`config.mk`:
```
export PLATFORM = sky130hd
export DESIGN_NAME = fd_seq16
export DESIGN_NICKNAME = d
export VERILOG_FILES = /design/src/rtl/fd_seq16.sv
export SDC_FILE = /design/constraint.sdc
export NUM_CORES = 1
export LEC_CHECK = 0
export BUFFER_PORTS_ARGS = -buffer_cell sky130_fd_sc_hd__buf_2
export CAP_MARGIN = 20
export CORE_MARGIN = 5
export CORE_UTILIZATION = 45
export CTS_CLUSTER_DIAMETER = 50
export CTS_CLUSTER_SIZE = 30
export DETAILED_ROUTE_END_ITERATION = 10
export PLACE_DENSITY = 0.65
export SETUP_SLACK_MARGIN = 0.2
export SYNTH_ARGS = -nofsm -noshare
export SYNTH_HDL_FRONTEND = slang
export SYNTH_SLANG_ARGS = --single-unit
export TNS_END_PERCENT = 20
```
`constraint.sdc`:
```
create_clock -name clk -period 5.92 [get_ports clk]
set_clock_uncertainty 0.2 [all_clocks]
set_input_delay 0.888 -clock clk [delete_from_list [all_inputs] [get_ports clk]]
set_output_delay 0.888 -clock clk [all_outputs]
set_load 0.1 [all_outputs]
```
`src/rtl/fd_seq16.sv`:
```
module fd_seq16 (
  input  logic        clk,
  input  logic        rst_n,
  input  logic        restart,
  output logic [15:0] mem_addr,
  output logic        mem_we,
  output logic [7:0]  mem_wdata,
  input  logic [7:0]  mem_rdata,
  output logic        halted,
  output logic        paused,
  output logic        illegal,
  output logic [15:0] dbg_ip,
  output logic [15:0] dbg_ax,
  output logic [15:0] dbg_bx,
  output logic [15:0] dbg_cx,
  output logic [15:0] dbg_dx
);
  typedef enum logic [3:0] {
    S_FETCH, S_DEC, S_OPL, S_OPH, S_OPX, S_BXF, S_ADD, S_RDL,
    S_RDH, S_RDX, S_WRL, S_WRH, S_EXE, S_PAUSE, S_STOP
  } st_t;

  st_t         st, nx;
  logic [15:0] ip, ea, opv;
  logic [7:0]  op;
  logic        fl_lt, fl_eq, ill;
  logic [15:0] rf [4];

  logic [7:0]  ob;
  logic [2:0]  cls, md;
  logic [1:0]  rr;
  logic        is_spec, is_zop, is_jmp, is_not, uses_md, bad, need_imm, take;
  logic [15:0] src, wval, dst;
  st_t         mem_nx;

  assign ob       = (st == S_DEC) ? mem_rdata : op;
  assign cls      = ob[7:5];
  assign rr       = ob[4:3];
  assign md       = ob[2:0];
  assign is_spec  = cls == 3'd0;
  assign is_zop   = is_spec && rr == 2'd0;
  assign is_jmp   = is_spec && rr == 2'd1;
  assign is_not   = is_spec && rr == 2'd2;
  assign uses_md  = !is_spec || is_not;
  assign bad      = (is_spec && rr == 2'd3) || (is_jmp && md == 3'd7) ||
                    ((cls == 3'd7 || is_not) && md == 3'd7);
  assign need_imm = is_jmp || (uses_md && md >= 3'd5);
  assign mem_nx   = (cls == 3'd7) ? S_WRL : S_RDL;
  assign src      = md[2] ? opv : rf[md[1:0]];
  assign dst      = rf[rr];
  assign wval     = is_not ? ~opv : dst;

  always_comb begin
    case (md)
      3'd0:    take = fl_eq;
      3'd1:    take = !fl_eq;
      3'd2:    take = fl_lt;
      3'd3:    take = fl_lt || fl_eq;
      3'd4:    take = !fl_lt && !fl_eq;
      3'd5:    take = !fl_lt;
      3'd6:    take = 1'b1;
      default: take = 1'b0;
    endcase
  end

  always_comb begin
    nx = st;
    case (st)
      S_FETCH: nx = S_DEC;
      S_DEC: begin
        if (bad)                  nx = S_STOP;
        else if (is_zop)          nx = (md == 3'd0) ? S_STOP : (md == 3'd1) ? S_PAUSE : S_FETCH;
        else if (need_imm)        nx = S_OPL;
        else if (uses_md && md == 3'd4) nx = S_BXF;
        else                      nx = S_EXE;
      end
      S_OPL: nx = S_OPH;
      S_OPH: nx = S_OPX;
      S_OPX: begin
        if (uses_md && md == 3'd5)      nx = S_BXF;
        else if (uses_md && md == 3'd6) nx = mem_nx;
        else                            nx = S_EXE;
      end
      S_BXF:   nx = (md == 3'd5) ? S_ADD : mem_nx;
      S_ADD:   nx = mem_nx;
      S_RDL:   nx = S_RDH;
      S_RDH:   nx = S_RDX;
      S_RDX:   nx = is_not ? S_WRL : S_EXE;
      S_WRL:   nx = S_WRH;
      S_WRH:   nx = S_FETCH;
      S_EXE:   nx = S_FETCH;
      S_PAUSE: nx = restart ? S_FETCH : S_PAUSE;
      default: nx = S_STOP;
    endcase
  end

  always_comb begin
    case (st)
      S_OPH:          mem_addr = ip + 16'd1;
      S_RDL, S_WRL:   mem_addr = ea;
      S_RDH, S_WRH:   mem_addr = ea + 16'd1;
      default:        mem_addr = ip;
    endcase
  end

  assign mem_we    = (st == S_WRL) || (st == S_WRH);
  assign mem_wdata = (st == S_WRH) ? wval[15:8] : wval[7:0];

  always_ff @(posedge clk or negedge rst_n) begin
    if (!rst_n) begin
      st    <= S_FETCH;
      ip    <= '0;
      ea    <= '0;
      opv   <= '0;
      op    <= '0;
      fl_lt <= 1'b0;
      fl_eq <= 1'b0;
      ill   <= 1'b0;
      for (int i = 0; i < 4; i++) rf[i] <= '0;
    end else begin
      st <= nx;
      case (st)
        S_DEC: begin
          op <= mem_rdata;
          ip <= ip + 16'd1;
          if (bad) ill <= 1'b1;
        end
        S_OPH: opv[7:0] <= mem_rdata;
        S_OPX: begin
          opv[15:8] <= mem_rdata;
          ea        <= {mem_rdata, opv[7:0]};
          ip        <= ip + 16'd2;
        end
        S_BXF: ea <= rf[1];
        S_ADD: ea <= ea + opv;
        S_RDH: opv[7:0]  <= mem_rdata;
        S_RDX: opv[15:8] <= mem_rdata;
        S_EXE: begin
          if (is_jmp) begin
            if (take) ip <= opv;
          end else if (is_not) begin
            rf[md[1:0]] <= ~rf[md[1:0]];
          end else begin
            case (cls)
              3'd1: rf[rr] <= dst | src;
              3'd2: rf[rr] <= dst & src;
              3'd3: begin
                fl_lt <= dst < src;
                fl_eq <= dst == src;
              end
              3'd4: rf[rr] <= dst - src;
              3'd5: rf[rr] <= dst + src;
              3'd6: rf[rr] <= src;
              default: ;
            endcase
          end
        end
        default: ;
      endcase
    end
  end

  assign halted  = st == S_STOP;
  assign paused  = st == S_PAUSE;
  assign illegal = ill;
  assign dbg_ip  = ip;
  assign dbg_ax  = rf[0];
  assign dbg_bx  = rf[1];
  assign dbg_cx  = rf[2];
  assign dbg_dx  = rf[3];
endmodule

```
==> After elaboration in Yosys (flattened, before gate mapping) <==
Cells that the tools add are included.
{ "totals": {"register_bits": 127, "input_bits": 11, "output_inout_bits": 108, "wordCells": 147} }
{ "op_classes": {"addsub": 6, "order_cmp": 6, "eq_ne": 34, "n_mux": 41, "bitwise_logic": 8, "n_reduce_logical": 39} }
{ "op_table": {"columns": ["operator", "n"], "rows": [
  ["$bwmux 64", 6],
  ["$pmux 64 s5", 1],
  ["$mux 16", 10],
  ["$pmux 16 s3", 3],
  ["$bmux 16 s2", 2],
  ["$demux 16 s2", 2],
  ["$mux 64", 1],
  ["$pmux 4 s13", 1],
  ["$mux 4", 11],
  ["$add 16x1->16 const B", 2],
  ["$add 16x16->16", 2],
  ["$not 16->16", 2],
  ["$eq 4x4->1 const B", 7],
  ["$eq 3x3->1 const B", 8],
  ["$add 16x2->16 const B", 1],
  ["$and 16x16->16", 1],
  ["$eq 16x16->1", 1],
  ["$eq 4x3->1 const B", 4],
  ["$lt 16x16->1", 1],
  ["$mux 8", 2],
  ["$or 16x16->16", 1],
  ["$sub 16x16->16", 1],
  ["$logic_and 1x1->1", 13],
  ["$eq 3x2->1 const B", 4],
  ["23 further kinds", 47]
]} }

==> Logic depth before layout (Yosys ltp) <==
Gate-level depths: netlist (run 1).
{ "depth": {"depth_word": 11, "mapped_depth": 22, "mapped_depth_nobuf": 18} }

==> Least setup slack after synthesis (run 1) <==
No wires, ideal clock.
{ "synth_timing": {"path_type": "flip-flop to output port", "from": "reg ip[1] (netlist: dbg_ip[1])", "to": "out mem_addr[7]", "arrival_time_ns": 5.399, "required_ns": 4.832, "path_slack_ns": -0.567, "path_stages_with_launch": 6, "path_buffers": 1, "cell_sequence": "dfrtp_1 -> ha_1 -> and3_1 -> clkbuf_1 -> nand4_1 -> o311ai_0"} }
{ "synth_via": {"elab_chain_len": 2} }
{ "synth_lines": {"columns": ["item", "line", "source"], "rows": [
  ["from (decl)", "24", "logic [15:0] ip, ea, opv;"],
  ["from (signal assigned)", "125", "ip <= ip + 16'd1;"],
  ["from (signal assigned)", "132", "ip <= ip + 16'd2;"],
  ["from (signal assigned)", "140", "if (take) ip <= opv;"],
  ["$add 16x1->16", "99", "S_OPH: mem_addr = ip + 16'd1;"],
  ["$pmux 16 s3", "98", "case (st)"],
  ["to (decl)", "5", "output logic [15:0] mem_addr,"]
]} }
No other way between the ends.

==> Final worst setup path (run 1) <==
{ "layout_timing": {"from": "reg st[1]", "to": "reg rf (netlist bit dbg_ax[6])"} }
{ "layout_via": {"elab_chain_len": 11, "elab_cells_between_ends": 48, "classes_between": "add/sub: 2; order compare: 4; eq/ne: 9; mux: 20; bitwise: 6; reduce/logical: 7"} }
{ "layout_lines": {"columns": ["item", "line", "source"], "rows": [
  ["from (decl)", "23", "st_t st, nx;"],
  ["from (signal assigned)", "121", "st <= nx;"],
  ["$eq 4x1->1", "36", "assign ob = (st == S_DEC) ? mem_rdata : op;"],
  ["$mux 8", null, null],
  ["$not 2->3", "49, 142", null],
  ["$bmux 16 s2", "49, 142", null],
  ["$mux 16 (implied by the code) (2 in series)", "49, 142", null],
  ["$mux 16", "49", "assign src = md[2] ? opv : rf[md[1:0]];"],
  ["$add 16x16->16 (tied with other cells)", "152", "3'd5: rf[rr] <= dst + src;"],
  ["$bwmux 64, on equally long branches", null, null],
  ["$pmux 64 s5", "144", "case (cls)"],
  ["$mux 64", "141", "end else if (is_not) begin"],
  ["to (signal, indexed assignment)", "142", "rf[md[1:0]] <= ~rf[md[1:0]];"],
  ["to (signal, indexed assignment)", "145", "3'd1: rf[rr] <= dst | src;"],
  ["to (signal, indexed assignment)", "152", null],
  ["to (decl)", "27", "logic [15:0] rf [4];"]
]} }
Parallel ways exist; a longest one is shown, timed or not. The select of a mux whose other input is x is not followed.
A chain may end at the register's enable or synchronous reset.

==> run summary, run 1 <==
The number of buffers added to fix hold violations after cts is 0. The maximum cell stage delay along the critical path is 810 ps. The critical path startpoint category is a register. After synthesis the cells add up to 12810 um^2. The maximum clock rate came out at 181.6 MHz. Counting flops with a built-in enable in the synthesized netlist gives 0. The buffers inserted during post-CTS setup optimization is 0.

The number of maximum-capacitance violations is 0. The I/O pin count came out at 119. The worst setup path is captured at a register. The tightest min-delay check is of the in -> async type.

The cell type group with the largest total delay on the critical path is compound AO/OA/AOI/OAI gates. The number of clock buffers inserted by TritonCTS is 17. The post-synthesis async set-or-reset flop share came out at 100.0%. Dividing the detail-routed via count by the number of cells gives 6.730. The sequential cell area fraction in the yosys report came out at between 20% and 30%. The placeable core area came out at 27930 um^2. The area growth from synthesis to layout is 14.84%. For this configuration, the core starts out at a cell density of 45.87%. The required time of the critical path came out at 6070 ps. The clock tree root driver cell is sky130_fd_sc_hd__clkbuf_16. The initial DRC count came out at roughly 2000. The congestion estimate from routability-driven global placement came to approximately 1.1. The slew of the pin with the lowest slew margin is 1159 ps. Among all flip-flop cells after synthesis, the most frequent one is sky130_fd_sc_hd__dfrtp_1.

The critical path starts at st[1]. In the final layout, the share of cells above drive strength 1 is 15.07%. The post-synth net total is 1833.

Setup repair after global routing could not meet its margin everywhere. The clock latency of the later-clocked register in the worst-skew pair is 440 ps. In this design, the critical path's most frequently occurring cell is sky130_fd_sc_hd__o21ai_0. The flip-flop and latch count after synthesis is 127. The post-cts resize count came out at 0.

TritonCTS built the clock tree. The run finished with clean final reports. The synthesized design devotes to its leading area cell type 24.80% of total area.

Setup slack on the critical path of the routed design comes to 412.0 ps. Timing analysis after detailed placement gives a worst setup slack of 438.4 ps. The worst register-to-register path begins at st[1]. The number of endpoints failing setup at the final stage came out at 0. The minimum clock period after layout is 5508 ps.

In this run the number of cells on the critical path is 17. The worst setup path is of the reg -> reg kind. The logic depth of the worst register-to-register path came out at 17. The count of clock tree sinks is 127. Clock-pin slew was measured on the worst setup and hold paths at 70 ps. The number of input and output port buffers inserted came out at 118. The floorplan step set the die width to approximately 180 um. Following the worst setup path forward leads to its endpoint at dbg_ax[6]. The total detailed-routing wirelength came out at 61.79 mm.

The number of warning messages in the yosys log came out at 0. The first global-routing pass estimated 91.20 mm of wire. In the post-synthesis netlist, the biggest area contributors are sky130_fd_sc_hd__dfrtp_1 (25%), sky130_fd_sc_hd__a21oi_1 (7.0%), sky130_fd_sc_hd__nand2_1 (7.0%), sky130_fd_sc_hd__ha_1 (6.3%), sky130_fd_sc_hd__o21ai_0 (5.5%). The die covers approximately 32000 um^2.

The number of remaining DRC errors came out at 0. The total overflow left after global routing is 0. Of all cell types, the one taking the most synthesized area is sky130_fd_sc_hd__dfrtp_1. The final HPWL from detailed placement is roughly 46 mm. The highest net fanout along the worst path is 34. The signal on the critical path passes through or4b_1 > buf_4 > mux2i_4 > buf_4 > nand2_1 > and3_1 > a31oi_1 > ha_1 > nor2b_1 > a211oi_1 > nor2_1 > o21ai_0 > o21a_1 > xnor2_1 > o21ai_0 > o21ai_0 > a31oi_1. The number of buffer and inverter stages on the critical path came out at 2. The floorplan die height came out at 178.7 um. CTS built an H-tree with a depth of 4.

The number of nets with antenna violations after routing came out at 0. In this run the tightest slew margin relative to its limit is 22.42%. The final-report max-slew violation count came out at 0.

For this design, the slowest cell found on the critical path is sky130_fd_sc_hd__o21ai_0. The mean cell area of the mapped netlist came out at 7.300 um^2. The maximum number of pins on one net before global-route repair came out at 82. Row generation in the floorplan step produced 61 rows.

The final-stage net count is 1923. The total count of hold-check failures in the final report is 0. The maximum buffer depth of the clock tree came out at 2. The arrival time of data at the critical path endpoint came out at 5660 ps. The slack of the worst reg-to-reg path is 410 ps. For this run, the detailed router's first-pass iteration total came to 7. The count of mapped cells out of synthesis is 1755. The endpoint of the most critical register-to-register path is dbg_ax[6]. The total routing resource utilization after global routing came out at between 30% and 40%.

The share of the clock period used by the worst path after layout came out at 93.04%. In this run, distinct cell masters in the synthesized netlist total 83. The final routed wire length divided by cell count is 27.62 um.

The initial antenna violation count came to 2. The routed layout has about 15000 vias. The via count of the first global-routing pass came out at 14150.
-- placed cells by master (no fill, tap or decap), types with 11 or more instances in the layout --
cell type	synthesis	layout
sky130_fd_sc_hd__o31ai_1	11	11
sky130_fd_sc_hd__nand2_1	240	240
sky130_fd_sc_hd__a211oi_1	32	32
sky130_fd_sc_hd__nand3_1	32	31
sky130_fd_sc_hd__a22oi_1	13	13
sky130_fd_sc_hd__ha_1	64	64
sky130_fd_sc_hd__xor2_1	14	14
sky130_fd_sc_hd__inv_1	59	59
sky130_fd_sc_hd__or3_1	14	14
sky130_fd_sc_hd__nand2b_1	18	18
sky130_fd_sc_hd__o21ai_0	142	142
sky130_fd_sc_hd__nor2b_1	15	15
sky130_fd_sc_hd__a31oi_1	50	50
sky130_fd_sc_hd__buf_4	4	70
sky130_fd_sc_hd__dfrtp_1	127	127
sky130_fd_sc_hd__mux2i_1	50	48
sky130_fd_sc_hd__xnor2_1	20	20
sky130_fd_sc_hd__and3_1	33	33
sky130_fd_sc_hd__mux2_2	21	21
sky130_fd_sc_hd__clkbuf_16	0	17
sky130_fd_sc_hd__nor2_1	186	185
sky130_fd_sc_hd__o211ai_1	19	19
sky130_fd_sc_hd__buf_2	14	109
sky130_fd_sc_hd__o22ai_1	45	45
sky130_fd_sc_hd__a21oi_1	180	180
sky130_fd_sc_hd__a21o_1	12	12
sky130_fd_sc_hd__nor3_1	52	51
-- how the worst min path moves through the flow --
stage | slack, ps | cells past startpoint | endpoint
2_1_floorplan | 290 | 1 | fl_lt
6_report | 280 | 1 | dbg_ip[11]
5_1_grt | 330 | 1 | illegal
4_1_cts | 310 | 1 | illegal
3_3_place_gp | 310 | 1 | illegal
3_5_place_dp | 290 | 1 | illegal
-- cells in the mapped netlist, types with 9 or more instances --
master / n
sky130_fd_sc_hd__inv_1: 59
sky130_fd_sc_hd__buf_2: 14
sky130_fd_sc_hd__or3_1: 14
sky130_fd_sc_hd__o21ai_1: 9
sky130_fd_sc_hd__o22ai_1: 45
sky130_fd_sc_hd__o211a_1: 9
sky130_fd_sc_hd__xor2_1: 14
sky130_fd_sc_hd__a21o_1: 12
sky130_fd_sc_hd__a211oi_1: 32
sky130_fd_sc_hd__nand2b_1: 18
sky130_fd_sc_hd__o211ai_1: 19
sky130_fd_sc_hd__a22oi_1: 13
sky130_fd_sc_hd__dfrtp_1: 127
sky130_fd_sc_hd__o21bai_1: 9
sky130_fd_sc_hd__and3_1: 33
sky130_fd_sc_hd__nor2_1: 186
sky130_fd_sc_hd__xnor2_1: 20
sky130_fd_sc_hd__o21ai_0: 142
sky130_fd_sc_hd__clkbuf_1: 90
sky130_fd_sc_hd__o31ai_1: 11
sky130_fd_sc_hd__ha_1: 64
sky130_fd_sc_hd__a31oi_1: 50
sky130_fd_sc_hd__mux2_2: 21
sky130_fd_sc_hd__nand2_1: 240
sky130_fd_sc_hd__nor3_1: 52
sky130_fd_sc_hd__nand3_1: 32
sky130_fd_sc_hd__mux2i_1: 50
sky130_fd_sc_hd__a21oi_1: 180
sky130_fd_sc_hd__nor2b_1: 15
-- cell type report --
type                            count  area [um^2]
Timing Repair Buffer              190         1269
Sequential cell                   127         3178
Multi-Input combinational cell   1446         8924
Antenna cell                        1        2.502
Tap cell                          378        473.0
Fill cell                        2800        13220
Clock inverter                     14        192.7
Inverter                           63        236.5
Clock buffer                       18        439.2
-- sequential cells by signal, indices dropped and copies added (netlist names), 8 cells and up --
register and cells:
dbg_cx 16, dbg_dx 16, op 8, dbg_ax 16, ea 16, dbg_ip 16
dbg_bx 16, opv 16
-- through the flow --
| step | hold WS, ps | instance area (um^2) | cells | setup TNS [ps] | util [%] |
|---|---|---|---|---|---|
| floorplan | 290.2 | 12810 | 1755 | -514.3 | - |
| global placement | 306.0 | 14060 | 2203 | 0 | 50.32 |
| detailed placement | 287.7 | 14070 | 2204 | 0 | 50.37 |
| CTS | 306.9 | 14700 | 2236 | 0 | 52.63 |
| global route | 329.6 | 14710 | 2236 | 0 | 52.67 |
| finish | 281.0 | 14710 | 2237 | 0 | 52.67 |
-- layer usage --
layer / track usage (%) / vias up / part of all wire (%)
met5: 0 / - / 0.029
met4: 25.36 / 2 / 8.2
met3: 8.140 / 262 / 9.8
met2: 59.84 / 1004 / 44
met1: 46.94 / 7171 / 38
li1: - / 6615 / -
-- kinds of logic (layout without fill, tap and decap cells) --
| logic type | Yosys count | in the layout | share of synthesized area [%] |
|---|---|---|---|
| flops | 127 | 127 | 24.80 |
| simple gates | 638 | 638 | 22.53 |
| other cells | 0 | 1 | 0 |
| fa+ha+maj | 67 | 67 | 6.719 |
| buf+inv | 182 | 285 | 5.762 |
| xor+xnor | 34 | 34 | 2.324 |
| compound gates | 631 | 631 | 31.23 |
| mux | 76 | 76 | 6.631 |
Power of run 1 is not shown: default switching activity piles up to over one toggle a cycle in this logic, so the estimate is an artifact.
==> run 2, diff against run 1 <==
--- a/config.mk
+++ b/config.mk
@@ -7,7 +7,7 @@
 export LEC_CHECK = 0
 export BUFFER_PORTS_ARGS = -buffer_cell sky130_fd_sc_hd__buf_2
 export CAP_MARGIN = 20
-export CORE_MARGIN = 5
+export CORE_MARGIN = 4
 export CORE_UTILIZATION = 45
 export CTS_CLUSTER_DIAMETER = 50
 export CTS_CLUSTER_SIZE = 30
==> run summary, run 2 (synthesis results as in run 1) <==
The placement row count is 61. The floorplan die height came out at 176.7 um. For this design, the sink count on the clock tree is 127. The I/O pin count is 119. The total routing resource utilization after global routing came out at 37.06%.

The critical path goes through or4b_4 > mux2i_4 > inv_2 > buf_4 > mux2i_1 > mux2i_1 > a21o_1 > ha_1 > nor2b_1 > or4_1 > o211a_1 > o21bai_1 > a21oi_1 > a21oi_1 > mux2i_1 > nand3b_1 > a41o_1. The instance area at placement came out at 14050 um^2. The library cells used most frequently in the layout, excluding fill and tap cells, are sky130_fd_sc_hd__nand2_1 (240), sky130_fd_sc_hd__nor2_1 (186), sky130_fd_sc_hd__a21oi_1 (179).

The class of the most critical setup path is reg -> reg. Counting both buffers and inverters, the worst setup path holds a total of 2. Input and output buffers added on the ports amount to ~120. The final-stage net count came out at about 1900. The clock latency of the later-clocked register in the worst-skew pair is 440 ps.

The aggregate global routing overflow is 0. The run finished with clean final reports. The number of detailed-route iterations in the first pass is 7. The via count of the first global-routing pass is 14290. CTS built an H-tree with a depth of 4. The global-route wire length before repair came out at around 89 mm. The number of clock buffers inserted by TritonCTS is 17. The horizontal die dimension is 176.7 um. The total count of hold-check failures in the final report is 0. For the worst setup path, the data arrival time is roughly 5700 ps. The slowest stage of the critical path belongs to the cell sky130_fd_sc_hd__or4b_4. The final routed wire length divided by cell count is 26.52 um. From synthesis to final layout, the design area changed by 14.81%. The final core area utilization came out at between 50% and 60%.

The maximum buffer depth of the clock tree came out at 2. Counting stages on the worst path, the most repeated cell is sky130_fd_sc_hd__mux2i_1. Derived from the worst setup path, the maximum achievable clock frequency is 181.3 MHz. The leading cell type in the layout, fill and taps excluded is sky130_fd_sc_hd__nand2_1.

The core region is 27930 um^2. The total non-filler cell area in the finished layout came out at 14710 um^2. The smallest hold slack is 290.7 ps. The highest net fanout along the worst path is 16.

Grouping stages by cell kind, the critical path spends the most delay in simple AND/OR/NAND/NOR gates. The routed design could run at a clock period as short as 5514 ps. Cells with a size suffix above 1 make up 15.45% of the layout. The average via count per standard cell is 6.807. Setup repair after global routing could not meet its margin everywhere.

The via count of the routed design came out at 15240. The number of buffers added to fix hold violations after cts came out at 0. The final-report max-slew violation count was 0. The critical path startpoint category is a register. For the pin with the worst max-slew slack, the measured transition is between 1000 and 1500 ps. CTS placed an instance of sky130_fd_sc_hd__clkbuf_16 at the clock tree root.

The maximum cell stage delay along the critical path came out at 630 ps. The number of remaining DRC errors is 0. The worst slew margin relative to its limit came out at 21.30%. The number of endpoints failing setup at the final stage is 0. STA classifies the critical path endpoint as a register. The share of the clock period used by the worst path after layout is ~93%. TritonCTS built the clock tree. Entering global routing, the biggest net connects 87 pins. The routability congestion estimate from global placement is 1.033.

The buffers inserted during post-CTS setup optimization is 0. The required time of the critical path is 6050 ps. The effective utilization at floorplan came out at a little under half. After detailed routing, the total wire length is 59.36 mm.

The initial DRC count is 2327. After clock tree synthesis, the clock-pin slew on the worst setup and hold paths is 80 ps. The floorplan die area came out at 31240 um^2. The number of maximum-capacitance violations came out at 0. The final HPWL from detailed placement came out at roughly 43 mm. The tightest min-delay check is of the reg -> reg type. The detail route stage leaves a number of antenna-violating nets equal to 0. The initial antenna violation count is 2.
==> run 2: worst paths after layout <==
check	startpoint	endpoint	slack [ps]	cells after the start
worst max-delay path	st[1]	dbg_cx[13]	410	17
max in group asynchronous	rst_n	dbg_cx[12]	3960	2
worst min register to register	illegal	illegal	290	1
worst min-delay path	illegal	illegal	290	1
min in group asynchronous	rst_n	dbg_ip[15]	300	1
worst max register to register	st[1]	dbg_cx[13]	410	17
==> run 2: stage by stage <==
| stage | setup slack (ps) | std cells | TNS [ps] |
|---|---|---|---|
| after floorplan | -415.7 | 1755 | -514.3 |
| after CTS | 235.2 | 2235 | 0 |
| after detailed placement | 223.0 | 2203 | 0 |
| after global placement | 325.7 | 2203 | 0 |
| after global routing | 134.1 | 2236 | 0 |
| final | 405.7 | 2238 | 0 |
==> run 2: worst register-to-register path, cell delays in order, from the launching register on <==
cell and delay [ps]:
sky130_fd_sc_hd__dfrtp_1 380, sky130_fd_sc_hd__or4b_4 630, sky130_fd_sc_hd__mux2i_4 230, sky130_fd_sc_hd__inv_2 370, sky130_fd_sc_hd__buf_4 300, sky130_fd_sc_hd__mux2i_1 200
sky130_fd_sc_hd__mux2i_1 130, sky130_fd_sc_hd__a21o_1 230, sky130_fd_sc_hd__ha_1 440, sky130_fd_sc_hd__nor2b_1 110, sky130_fd_sc_hd__or4_1 560, sky130_fd_sc_hd__o211a_1 260
sky130_fd_sc_hd__o21bai_1 190, sky130_fd_sc_hd__a21oi_1 100, sky130_fd_sc_hd__a21oi_1 210, sky130_fd_sc_hd__mux2i_1 430, sky130_fd_sc_hd__nand3b_1 160, sky130_fd_sc_hd__a41o_1 270
==> run 2: what timing repair did <==
action	in CTS	in global routing
endpoints found under the setup margin	2	18
pin swaps	0	3
gates resized for setup	1	11
==> run 2: layer usage <==
metal	vias to the layer above	share of wire [%]	GRT usage [%]
li1	6626	-	-
met3	311	11	9.293
met5	-	0.012	0
met1	7173	37	45.89
met4	2	8.4	24.73
met2	1123	44	57.13
==> run 2: area by class of cell <==
| class | instances | area (um^2) |
|---|---|---|
| inverters | 63 | 236.5 |
| diodes | 2 | 5.005 |
| well taps | 378 | 473.0 |
| fillers | 2792 | 13220 |
| flip-flops and latches | 127 | 3178 |
| clock inverters | 15 | 162.7 |
| repair buffers | 190 | 1265 |
| clock buffers | 17 | 425.4 |
| multi-input cells | 1446 | 8965 |
Power of run 2 is left out for the same reason.
